===== src/rtl/uart_rxh_pkg.sv =====
package uart_rxh_pkg;

  // Number of characters the block may hold in the selected mode.
  function automatic int unsigned cap_of(input logic fifo_mode, input int unsigned depth);
    return fifo_mode ? depth : 32'd1;
  endfunction

  // Level-based threshold test: nonzero occupancy at or above the threshold.
  function automatic logic thr_hit(input int unsigned cnt, input int unsigned thr);
    return (cnt != 0) && (cnt >= thr);
  endfunction

  // Order of the sticky flags in the flag vector.
  typedef enum int unsigned {
    FLG_OVR  = 0,
    FLG_FRM  = 1,
    FLG_IDLE = 2
  } rxh_flag_e;

  localparam int unsigned NUM_FLAGS = 3;

endpackage


===== src/rtl/rxh_store.sv =====
module rxh_store #(
  parameter int unsigned DEPTH = 8,
  parameter int unsigned DW    = 8,
  localparam int unsigned CNT_W = $clog2(DEPTH + 1),
  localparam int unsigned PTR_W = (DEPTH > 1) ? $clog2(DEPTH) : 1
) (
  input  logic             clk,
  input  logic             rst_n,
  input  logic             push,
  input  logic             pop,
  input  logic [DW-1:0]    wdata,
  output logic [DW-1:0]    head,
  output logic [CNT_W-1:0] count
);

  logic [DW-1:0]    mem [DEPTH];
  logic [PTR_W-1:0] wr_ptr, rd_ptr;

  function automatic logic [PTR_W-1:0] adv(input logic [PTR_W-1:0] p);
    return (p == PTR_W'(DEPTH - 1)) ? '0 : p + 1'b1;
  endfunction

  always_ff @(posedge clk) begin
    if (push) mem[wr_ptr] <= wdata;
  end

  always_ff @(posedge clk or negedge rst_n) begin
    if (!rst_n) begin
      wr_ptr <= '0;
      rd_ptr <= '0;
      count  <= '0;
    end else begin
      if (push) wr_ptr <= adv(wr_ptr);
      if (pop)  rd_ptr <= adv(rd_ptr);
      case ({push, pop})
        2'b10:   count <= count + 1'b1;
        2'b01:   count <= count - 1'b1;
        default: count <= count;
      endcase
    end
  end

  assign head = mem[rd_ptr];

  // storage never written past its capacity
  a_r5_no_push_full: assert property (@(posedge clk) disable iff (!rst_n)
    push |-> (32'(count) < DEPTH));
  // a pop is only issued when data is held
  a_r3_no_pop_empty: assert property (@(posedge clk) disable iff (!rst_n)
    pop |-> (count != '0));

endmodule


===== src/rtl/rxh_sticky.sv =====
module rxh_sticky #(
  parameter int unsigned N = 3
) (
  input  logic         clk,
  input  logic         rst_n,
  input  logic [N-1:0] set,
  input  logic [N-1:0] clr,
  output logic [N-1:0] q
);

  for (genvar i = 0; i < N; i++) begin : g_flag
    always_ff @(posedge clk or negedge rst_n) begin
      if (!rst_n)      q[i] <= 1'b0;
      else if (set[i]) q[i] <= 1'b1;
      else if (clr[i]) q[i] <= 1'b0;
    end

    // an event wins over a same-cycle clear
    a_r7_set_wins: assert property (@(posedge clk) disable iff (!rst_n)
      set[i] |=> q[i]);
    // without a clear a set flag stays set
    a_r7_sticky: assert property (@(posedge clk) disable iff (!rst_n)
      (q[i] && !clr[i]) |=> q[i]);
  end

endmodule


===== src/rtl/rxh_irq.sv =====
module rxh_irq (
  input  logic clk,
  input  logic rst_n,
  input  logic ready,
  input  logic ovr,
  input  logic frm,
  input  logic idle,
  input  logic thr,
  input  logic ie_data,
  input  logic ie_err,
  input  logic ie_idle,
  input  logic ie_thr,
  output logic irq
);

  logic src_data, src_ovr, src_frm, src_idle, src_thr;

  always_comb begin
    src_data = ie_data & ready;
    src_ovr  = (ie_data | ie_err) & ovr;
    src_frm  = ie_err & frm;
    src_idle = ie_idle & idle;
    src_thr  = ie_thr & thr;
    irq      = src_data | src_ovr | src_frm | src_idle | src_thr;
  end

  // with every enable low the line stays quiet
  a_r12_quiet: assert property (@(posedge clk) disable iff (!rst_n)
    !(ie_data || ie_err || ie_idle || ie_thr) |-> !irq);
  // the idle flag alone does not interrupt without its enable
  a_r9_idle_gated: assert property (@(posedge clk) disable iff (!rst_n)
    (!ie_data && !ie_err && !ie_thr && !ie_idle && idle) |-> !irq);

endmodule


===== src/rtl/uart_rx_holding.sv =====
module uart_rx_holding #(
  parameter int unsigned DEPTH = 8,
  parameter int unsigned DW    = 8,
  localparam int unsigned CNT_W = $clog2(DEPTH + 1)
) (
  input  logic             clk,
  input  logic             rst_n,
  input  logic             fifo_en,
  input  logic [CNT_W-1:0] thr_level,
  input  logic             char_done,
  input  logic [DW-1:0]    char_data,
  input  logic             char_break,
  input  logic             idle_seen,
  input  logic             rd_pop,
  input  logic             dma_en,
  input  logic             dma_ack,
  input  logic             clr_ovr,
  input  logic             clr_frm,
  input  logic             clr_idle,
  input  logic             ie_data,
  input  logic             ie_err,
  input  logic             ie_idle,
  input  logic             ie_thr,
  output logic [DW-1:0]    rd_data,
  output logic             data_ready,
  output logic [CNT_W-1:0] rx_level,
  output logic             thr_reached,
  output logic             ovr_flag,
  output logic             frm_flag,
  output logic             idle_flag,
  output logic             dma_req,
  output logic             irq
);
  import uart_rxh_pkg::*;

  // Named internal events
  logic is_char, full_now, take, ovr_evt, brk_evt, pop;
  logic [NUM_FLAGS-1:0] flg_set, flg_clr, flg_q;

  always_comb begin
    full_now = 32'(rx_level) >= cap_of(fifo_en, DEPTH);
    is_char  = char_done & ~char_break;
    take     = is_char & ~full_now;
    ovr_evt  = is_char & full_now;
    brk_evt  = char_done & char_break;
    pop      = (rd_pop | dma_ack) & (rx_level != '0);
  end

  rxh_store #(.DEPTH(DEPTH), .DW(DW)) i_store (
    .clk   (clk),
    .rst_n (rst_n),
    .push  (take),
    .pop   (pop),
    .wdata (char_data),
    .head  (rd_data),
    .count (rx_level)
  );

  always_comb begin
    flg_set = '0;
    flg_clr = '0;
    flg_set[FLG_OVR]  = ovr_evt;
    flg_set[FLG_FRM]  = brk_evt;
    flg_set[FLG_IDLE] = idle_seen;
    flg_clr[FLG_OVR]  = clr_ovr;
    flg_clr[FLG_FRM]  = clr_frm;
    flg_clr[FLG_IDLE] = clr_idle;
  end

  rxh_sticky #(.N(NUM_FLAGS)) i_flags (
    .clk   (clk),
    .rst_n (rst_n),
    .set   (flg_set),
    .clr   (flg_clr),
    .q     (flg_q)
  );

  assign ovr_flag    = flg_q[FLG_OVR];
  assign frm_flag    = flg_q[FLG_FRM];
  assign idle_flag   = flg_q[FLG_IDLE];
  assign data_ready  = rx_level != '0;
  assign thr_reached = fifo_en & thr_hit(32'(rx_level), 32'(thr_level));
  assign dma_req     = dma_en & data_ready;

  rxh_irq i_irq (
    .clk     (clk),
    .rst_n   (rst_n),
    .ready   (data_ready),
    .ovr     (ovr_flag),
    .frm     (frm_flag),
    .idle    (idle_flag),
    .thr     (thr_reached),
    .ie_data (ie_data),
    .ie_err  (ie_err),
    .ie_idle (ie_idle),
    .ie_thr  (ie_thr),
    .irq     (irq)
  );

  // an overrunning character raises the flag
  a_r4_overrun_flag: assert property (@(posedge clk) disable iff (!rst_n)
    ovr_evt |=> ovr_flag);
  // an overrun without pop leaves the held contents alone
  a_r5_hold_on_overrun: assert property (@(posedge clk) disable iff (!rst_n)
    (ovr_evt && !pop) |=> $stable(rx_level));
  // overrun with a same-cycle pop drops exactly one entry
  a_r6_pop_during_overrun: assert property (@(posedge clk) disable iff (!rst_n)
    (ovr_evt && pop) |=> (rx_level == $past(rx_level) - 1'b1));
  // single mode never holds more than one character
  a_r2_single_cap: assert property (@(posedge clk) disable iff (!rst_n)
    !fifo_en |-> (rx_level <= CNT_W'(1)));
  // a break never changes the held count by itself
  a_r8_break_not_stored: assert property (@(posedge clk) disable iff (!rst_n)
    (brk_evt && !pop) |=> $stable(rx_level));
  // the threshold flag is silent in single mode
  a_r10_thr_mode: assert property (@(posedge clk) disable iff (!rst_n)
    thr_reached |-> fifo_en);

endmodule


===== config.mk =====
export PLATFORM = sky130hd
export DESIGN_NAME = uart_rx_holding
export DESIGN_NICKNAME = d
export VERILOG_FILES = /design/src/rtl/uart_rxh_pkg.sv /design/src/rtl/rxh_store.sv /design/src/rtl/rxh_sticky.sv /design/src/rtl/rxh_irq.sv /design/src/rtl/uart_rx_holding.sv
export SDC_FILE = /design/constraint.sdc
export NUM_CORES = 1
export LEC_CHECK = 0
export ABC_CLOCK_PERIOD_IN_PS = 3600
export BUFFER_PORTS_ARGS = -buffer_cell sky130_fd_sc_hd__buf_2
export CAP_MARGIN = 40
export CELL_PAD_IN_SITES_DETAIL_PLACEMENT = 1
export CELL_PAD_IN_SITES_GLOBAL_PLACEMENT = 2
export CORE_MARGIN = 2
export CORE_UTILIZATION = 41
export CTS_CLUSTER_DIAMETER = 30
export DETAILED_ROUTE_END_ITERATION = 12
export PLACE_DENSITY = 0.84
export SLEW_MARGIN = 20
export SYNTH_ARGS = -nofsm -noshare
export SYNTH_HDL_FRONTEND = slang
export SYNTH_SLANG_ARGS = --single-unit

===== constraint.sdc =====
create_clock -name clk -period 3.6 [get_ports clk]
set_clock_uncertainty 0.05 [all_clocks]
set_input_delay 0.18 -clock clk [delete_from_list [all_inputs] [get_ports clk]]
set_output_delay 0.18 -clock clk [all_outputs]
set_load 0.02 [all_outputs]

==> flow_summary.ini, run 1 <==
[logic_synthesis]
synth_fa_ha_area_share_pct = 4.90
synth_nets = 233
synth-seq-cells = 77
syn_avg_cell_area_um2 = 17.3
synth_compound_area_share_pct = 3.24
synthSimpleGateAreaFrac_pct = 5.76
synth_cells = 192
yosysMostFrequentCell = edfxtp_1
synthTopCellsByArea = edfxtp_1, mux4_2, dfrtp_1
netlist_area_um2 = 3320
synth_common_cells = edfxtp_1, mux4_2, dfrtp_1, ha_1
yosysWarnings = 0
synth_top_area_share_pct = 57.9
synthMuxAreaShare_pct = 15.3
synthFlopType = edfxtp_1
synth_cell_type_count = 35
synth-seq-area-share_pct = 67.6
synth_edf_count = 64
async_flop_share_pct = 16.9
synth_top_family_by_area = multiplexers
yosys.area_share.xor_xnor_pct = 1.32
yosysTopAreaCell = edfxtp_1

[floorplanning]
dieArea_um2 = 8840
num_io_pins = 47
start_util_pct = 42.5
die_x_um = 94.0
rows = 32
fp.dieH_um = 94.0
core_region_area_um2 = 7810

[detailed_routing]
wl_um = 6490
vias_per_cell = 5.14
detail-route-antenna-nets = 0
highest_layer = met4
dr_wl_met3_um = 250
drt-wirelength-per-cell_um = 17.8
initialDrtViolationCount = 97
wl_met1_um = 2960
drc = 0
dr_total_vias = 1870
wl_met2_um = 3190
firstDrtPassIters = 4

[global_route]
grt_pass1_vias = 1990
grtUsageTotal_pct = 16.3
grt_overflow = 0
grt_max_degree = 20
grt_pass1_wl_um = 10600
grt_antenna_before_repair = 0

[power]
pwr-share-seq_pct = 43.0
power_frac_comb_pct = 34.8
power.clock.fraction_pct = 22.2
leakage_nw = 1.49
p_sw_w = 0.000964
internal_power_w = 0.00189
p_per_area_nw_per_um2 = 718
netSwitchingFraction_pct = 33.8
ir_drop_mv = 0.295

[sta]
relSlewSlack_pct = 47.1
setup_violations = 0
rsz0062_at_grt = false
fmax_mhz = 323
setup_tns_ps = 0
finalCriticalPeriod_ps = 3100
hold_viol = 0
worstMarginPinSlew_ps = 794
slew_violations = 0
fin_crit_sh_pct = 86.1

[flow_run]
drv_cap = 0

[layout]
nets = 298
multi_input_area_um2 = 1020
stdcell_count = 364
drive_above_1_share_pct = 38.2
finish.utilization_pct = 50.8
n_fill_cell = 775
area_growth_pct = 19.4
regArea_um2 = 2250
antennaDiodeCount = 0

[cts]
cts.htree.levels = 3
cts_buffers = 9
clock-root-buffer = clkbuf_8
cts_hold_buf = 4
clock_sink_count = 77
cts_buffer_depth = 2
insertion_delay_ps = 340
post_cts_resized = 0
clk_pin_slew_ps = 80
tritoncts = yes
cts_setup_buffers = 0

[worst_setup_path]
path_max_fanout = 8
r2r_cells = 13
cp-start-kind = register
worstPathRequired_ps = 3770
critPathArrivalTime_ps = 3270
endpoint_kind = register
crit_type = reg2reg

[run_status]
outcome = finished clean

[worst_hold_path]
hold_class = in2reg
hold_path_depth = 3

[place]
dp_hpwl_um = 4480
place_congestion = 0.699
dpl.cell_count = 344
io_buffers = 46
[sequential cells by signal (all words and copies together) (netlist names)]
register        cells
i_store.mem        64
i_store.count       4
i_flags.q           3
i_store.rd_ptr      3
i_store.wr_ptr      3
[power groups by stage]
stage	Combinational, W	Sequential (W)	Clock [W]
global placement	0.000982	0.00124	0
finish	0.000993	0.00123	0.000632
CTS	0.00101	0.00123	0.000649
floorplan	0.000760	0.00119	0
detailed placement	0.00100	0.00125	0
global route	0.00111	0.00125	0.000682
[per-stage QoR]
step	setup slack, ps	hold slack [ps]	total power, W	cell area, um2
6_report	502	19.4	0.00285	3970
2_1_floorplan	590	-166	0.00195	3320
3_5_place_dp	513	49.6	0.00225	3740
3_3_place_gp	584	44.0	0.00222	3740
5_1_grt	221	37.6	0.00304	3970
4_1_cts	482	7.50	0.00289	3970
[routing by layer]
layer	up-vias	track usage [%]
met5	-	0
met4	0	5.07
met3	8	4.17
met2	36	26.3
met1	952	21.9
li1	874	-
[final cells by class]
| type | count | area share, % |
|---|---|---|
| Timing Repair Buffer | 60 | 8.70 |
| Clock buffer | 11 | 3.31 |
| Inverter | 10 | 0.946 |
| Clock inverter | 5 | 1.51 |
| Sequential cell | 77 | 56.6 |
| Tap cell | 102 | 3.22 |
| Multi-Input combinational cell | 99 | 25.7 |
[critical path, cell delays in order (launching register included)]
cell	delay (ps)
dfrtp_1	470
inv_1	100
ha_1	270
or4b_1	480
a21oi_2	230
and2_4	200
inv_1	60
ha_1	260
xor2_1	170
ha_1	180
a21oi_1	150
xor2_1	160
nor2_1	60
xor2_1	140
[path summary, 6_finish.rpt]
check                                         end  slack [ps]        startpoint
max in group asynchronous       i_store.wr_ptr[2]        3050             rst_n
worst min register to register       i_flags.q[2]         470      i_flags.q[2]
worst max register to register   i_store.count[2]         500  i_store.count[0]
min in group asynchronous        i_store.count[1]         210             rst_n
worst min-delay path                 i_flags.q[1]          20         char_done
worst max-delay path             i_store.count[2]         500  i_store.count[0]
[kinds of logic (layout without fill, tap and decap cells)]
kind of cell / Yosys count / count (layout)
adders and majority gates: 13 / 13
DFF: 77 / 77
xor gates and xnor gates: 5 / 5
muxes: 29 / 29
buffers and inverters: 16 / 86
and+or+nand+nor: 35 / 35
AOI/OAI and AO/OA: 17 / 17
[placed cells by master, fill, tap and decap left out, drive strengths merged, types with 3 or more instances in the layout]
master / instances
a21oi: 6
buf: 56
clkbuf: 11
dfrtp: 13
dlygate4sd3: 4
edfxtp: 64
ha: 13
inv: 11
mux2: 13
mux4: 16
nand2: 7
nand2b: 5
nor2: 7
nor3: 3
o21ai: 6
xor2: 4
No activity file was read; power rests on OpenSTA's default activity.
==> run 2, diff against run 1 <==
--- a/config.mk
+++ b/config.mk
@@ -11,11 +11,12 @@
 export CELL_PAD_IN_SITES_DETAIL_PLACEMENT = 1
 export CELL_PAD_IN_SITES_GLOBAL_PLACEMENT = 2
 export CORE_MARGIN = 2
-export CORE_UTILIZATION = 41
+export CORE_UTILIZATION = 42
 export CTS_CLUSTER_DIAMETER = 30
 export DETAILED_ROUTE_END_ITERATION = 12
-export PLACE_DENSITY = 0.84
+export PLACE_DENSITY = 0.85
 export SLEW_MARGIN = 20
 export SYNTH_ARGS = -nofsm -noshare
 export SYNTH_HDL_FRONTEND = slang
+export SYNTH_HIERARCHICAL = 1
 export SYNTH_SLANG_ARGS = --single-unit
==> run 2 against run 1 <==
Net effect: sequential cell count is the same; synthesized cell count fell by 4.2%; core utilization grew 0.68 points; sequential share of layout area is 0.46 points lower; worst setup slack got worse by 120 ps; first-iteration DRC count down 1.0%; largest power group unchanged; total power up 3.5%; largest cell class unchanged; count of clock-buffer cells in the layout fell by 2; maximum frequency fell by 3.6%; routed wire length increased by 5.6%.
==> flow_summary.ini, run 2 <==
[run_status]
outcome = finished clean

[power]
ir_drop_mv = 0.237
p_per_area_nw_per_um2 = 738
power.clock.fraction_pct = 22.9
leakage_nw = 1.57
netSwitchingFraction_pct = 34.0
power_frac_comb_pct = 35.4
internal_power_w = 0.00195
p_sw_w = 0.00100
pwr-share-seq_pct = 41.7

[floorplanning]
rows = 32
dieArea_um2 = 8780
fp.dieH_um = 93.7
start_util_pct = 43.5
num_io_pins = 47
core_region_area_um2 = 7770
die_x_um = 93.7

[detailed_routing]
dr_total_vias = 1859
drc = 0
dr_wl_met3_um = 333
vias_per_cell = 5.22
highest_layer = met4
detail-route-antenna-nets = 0
wl_um = 6860
wl_met2_um = 3370
firstDrtPassIters = 4
drt-wirelength-per-cell_um = 19.3
initialDrtViolationCount = 96
wl_met1_um = 3060

[worst_setup_path]
path_max_fanout = 7
critPathMaxStageDelay_ps = 500
rrSetupSlack_ps = 390
endpoint_kind = register
crit_slowest_cell = or4b_1
crit_type = reg2reg
path_cells = inv_1 -> ha_1 -> or4b_1 -> a21oi_1 -> and3b_1 -> inv_1 -> ha_1 -> xor2_1 -> ha_1 -> a21oi_1 -> xor2_1 -> nor2_1 -> xor2_1
r2r_cells = 13
cp-start-kind = register
worstPathRequired_ps = 3790
critPathArrivalTime_ps = 3400

[layout]
largest_reg_flops = 64
final_cell_mix = edfxtp_1, buf_2, ha_1, dfrtp_1, buf_4
drive_above_1_share_pct = 38.2
area_growth_pct = 18.4
regMostFlops = i_store/mem
nets = 290
reg.largest.list = i_store/mem x64, i_store/count x4
layout_commonest_cell = edfxtp_1
antennaDiodeCount = 0
design_area_um2 = 4000

[sta]
fmax_mhz = 311
slew_violations = 0
rsz0062_at_grt = false
fin_crit_sh_pct = 89.3
setup_tns_ps = 0
worstMarginPinSlew_ps = 785
hold_viol = 0
setup_violations = 0
finalCriticalPeriod_ps = 3210
relSlewSlack_pct = 47.7

[worst_hold_path]
hold_class = in2reg
hold_path_depth = 3

[logic_synthesis]
synth_nets = 225
synth_cells = 184
netlist_area_um2 = 3380
yosysWarnings = 6
synth_top_area_share_pct = 56.9
synth_edf_count = 64
synth_common_cells = edfxtp_1, dfrtp_1, ha_1, inv_1, nor2_1
yosysMostFrequentCell = edfxtp_1
synthTopCellsByArea = edfxtp_1, dfrtp_1, mux4_1
synthFlopType = edfxtp_1
syn_avg_cell_area_um2 = 18.4
synth-seq-area-share_pct = 66.5
yosysTopAreaCell = edfxtp_1
synth_cell_type_count = 35
synth-seq-cells = 77
async_flop_share_pct = 16.9

[cts]
cts_buffers = 9
clk_pin_slew_ps = 90
cts.htree.levels = 3
tritoncts = yes
clock_sink_count = 77
post_cts_resized = 0
insertion_delay_ps = 350
clock-root-buffer = clkbuf_8
cts_buffer_depth = 2

[global_route]
grt_pass1_wl_um = 10800
grtUsageTotal_pct = 17.1
grt_max_degree = 19
grt_antenna_before_repair = 0
grt_overflow = 0
grt_pass1_vias = 2024

[flow_run]
drv_cap = 0

[place]
io_buffers = 46
dp_hpwl_um = 4630
place_congestion = 0.667
place_area_um2 = 3780
## run 2: critical path: cells and delay by family (launching register included)
kind / cells / cell delay [ps]
buffers and inverters: 2 / 220
AO/OA/AOI/OAI: 2 / 340
AND/OR/NAND/NOR: 3 / 850
flip-flops: 1 / 460
XOR/XNOR: 3 / 470
adder cells (fa/ha/maj): 3 / 710
## run 2: layout make-up
type                       count  area (um2)
inverter                       9        33.8
tap                          102         128
clock buffer                   9         124
sequential                    77        2250
timing repair buffer          59         333
multi-input combinational     93        1050
clock inverter                 7        80.1
fill                         769        3770
## run 2: through the flow
step	worst slack [ps]	hold WS [ps]	power [W]	instances	utilization (%)
after CTS	341	16.3	0.00299	356	51.5
after detailed placement	395	59.2	0.00231	338	48.6
after global placement	470	44.0	0.00227	338	48.6
after global routing	119	35.6	0.00313	356	51.5
after floorplan	490	-166	0.00202	184	-
final	386	32.6	0.00295	356	51.5
## run 2: power groups by stage
stage	registers [W]	clock network, W	logic, W
2_1_floorplan	0.00119	0	0.000826
3_3_place_gp	0.00124	0	0.00102
3_5_place_dp	0.00125	0	0.00106
4_1_cts	0.00123	0.000691	0.00106
5_1_grt	0.00125	0.000734	0.00115
6_report	0.00123	0.000676	0.00104
## run 2: worst paths after layout
kind,from,end
min reg2reg,i_flags/q[1],i_flags/q[1]
max,i_store/count[0],i_store/count[2]
max in group asynchronous,rst_n,i_store/rd_ptr[1]
min in group asynchronous,rst_n,i_flags/q[2]
min,clr_ovr,i_flags/q[0]
max reg2reg,i_store/count[0],i_store/count[2]
## run 2: cells by family (layout without fill, tap and decap cells)
logic type                 after synthesis  after routing  share of synthesized area [%]
buffers and inverters                   14             84                           2.30
and+or+nand+nor                         28             28                           4.55
AOI/OAI and AO/OA                       17             17                           3.44
DFF                                     77             77                           66.5
muxes                                   30             30                           17.1
xor gates and xnor gates                 5              5                           1.30
adders and majority gates               13             13                           4.81
## run 2: what timing repair did
item,in CTS,in global routing
hold buffers,2,0
hold endpoints to repair,14,0
endpoints found under the setup margin,0,0
buffers inserted,0,0
## run 2: routing by layer
metal	GRT usage (%)	vias up
met5	0	-
met4	5.43	0
met3	4.82	8
met2	27.7	36
met1	22.5	959
li1	-	856
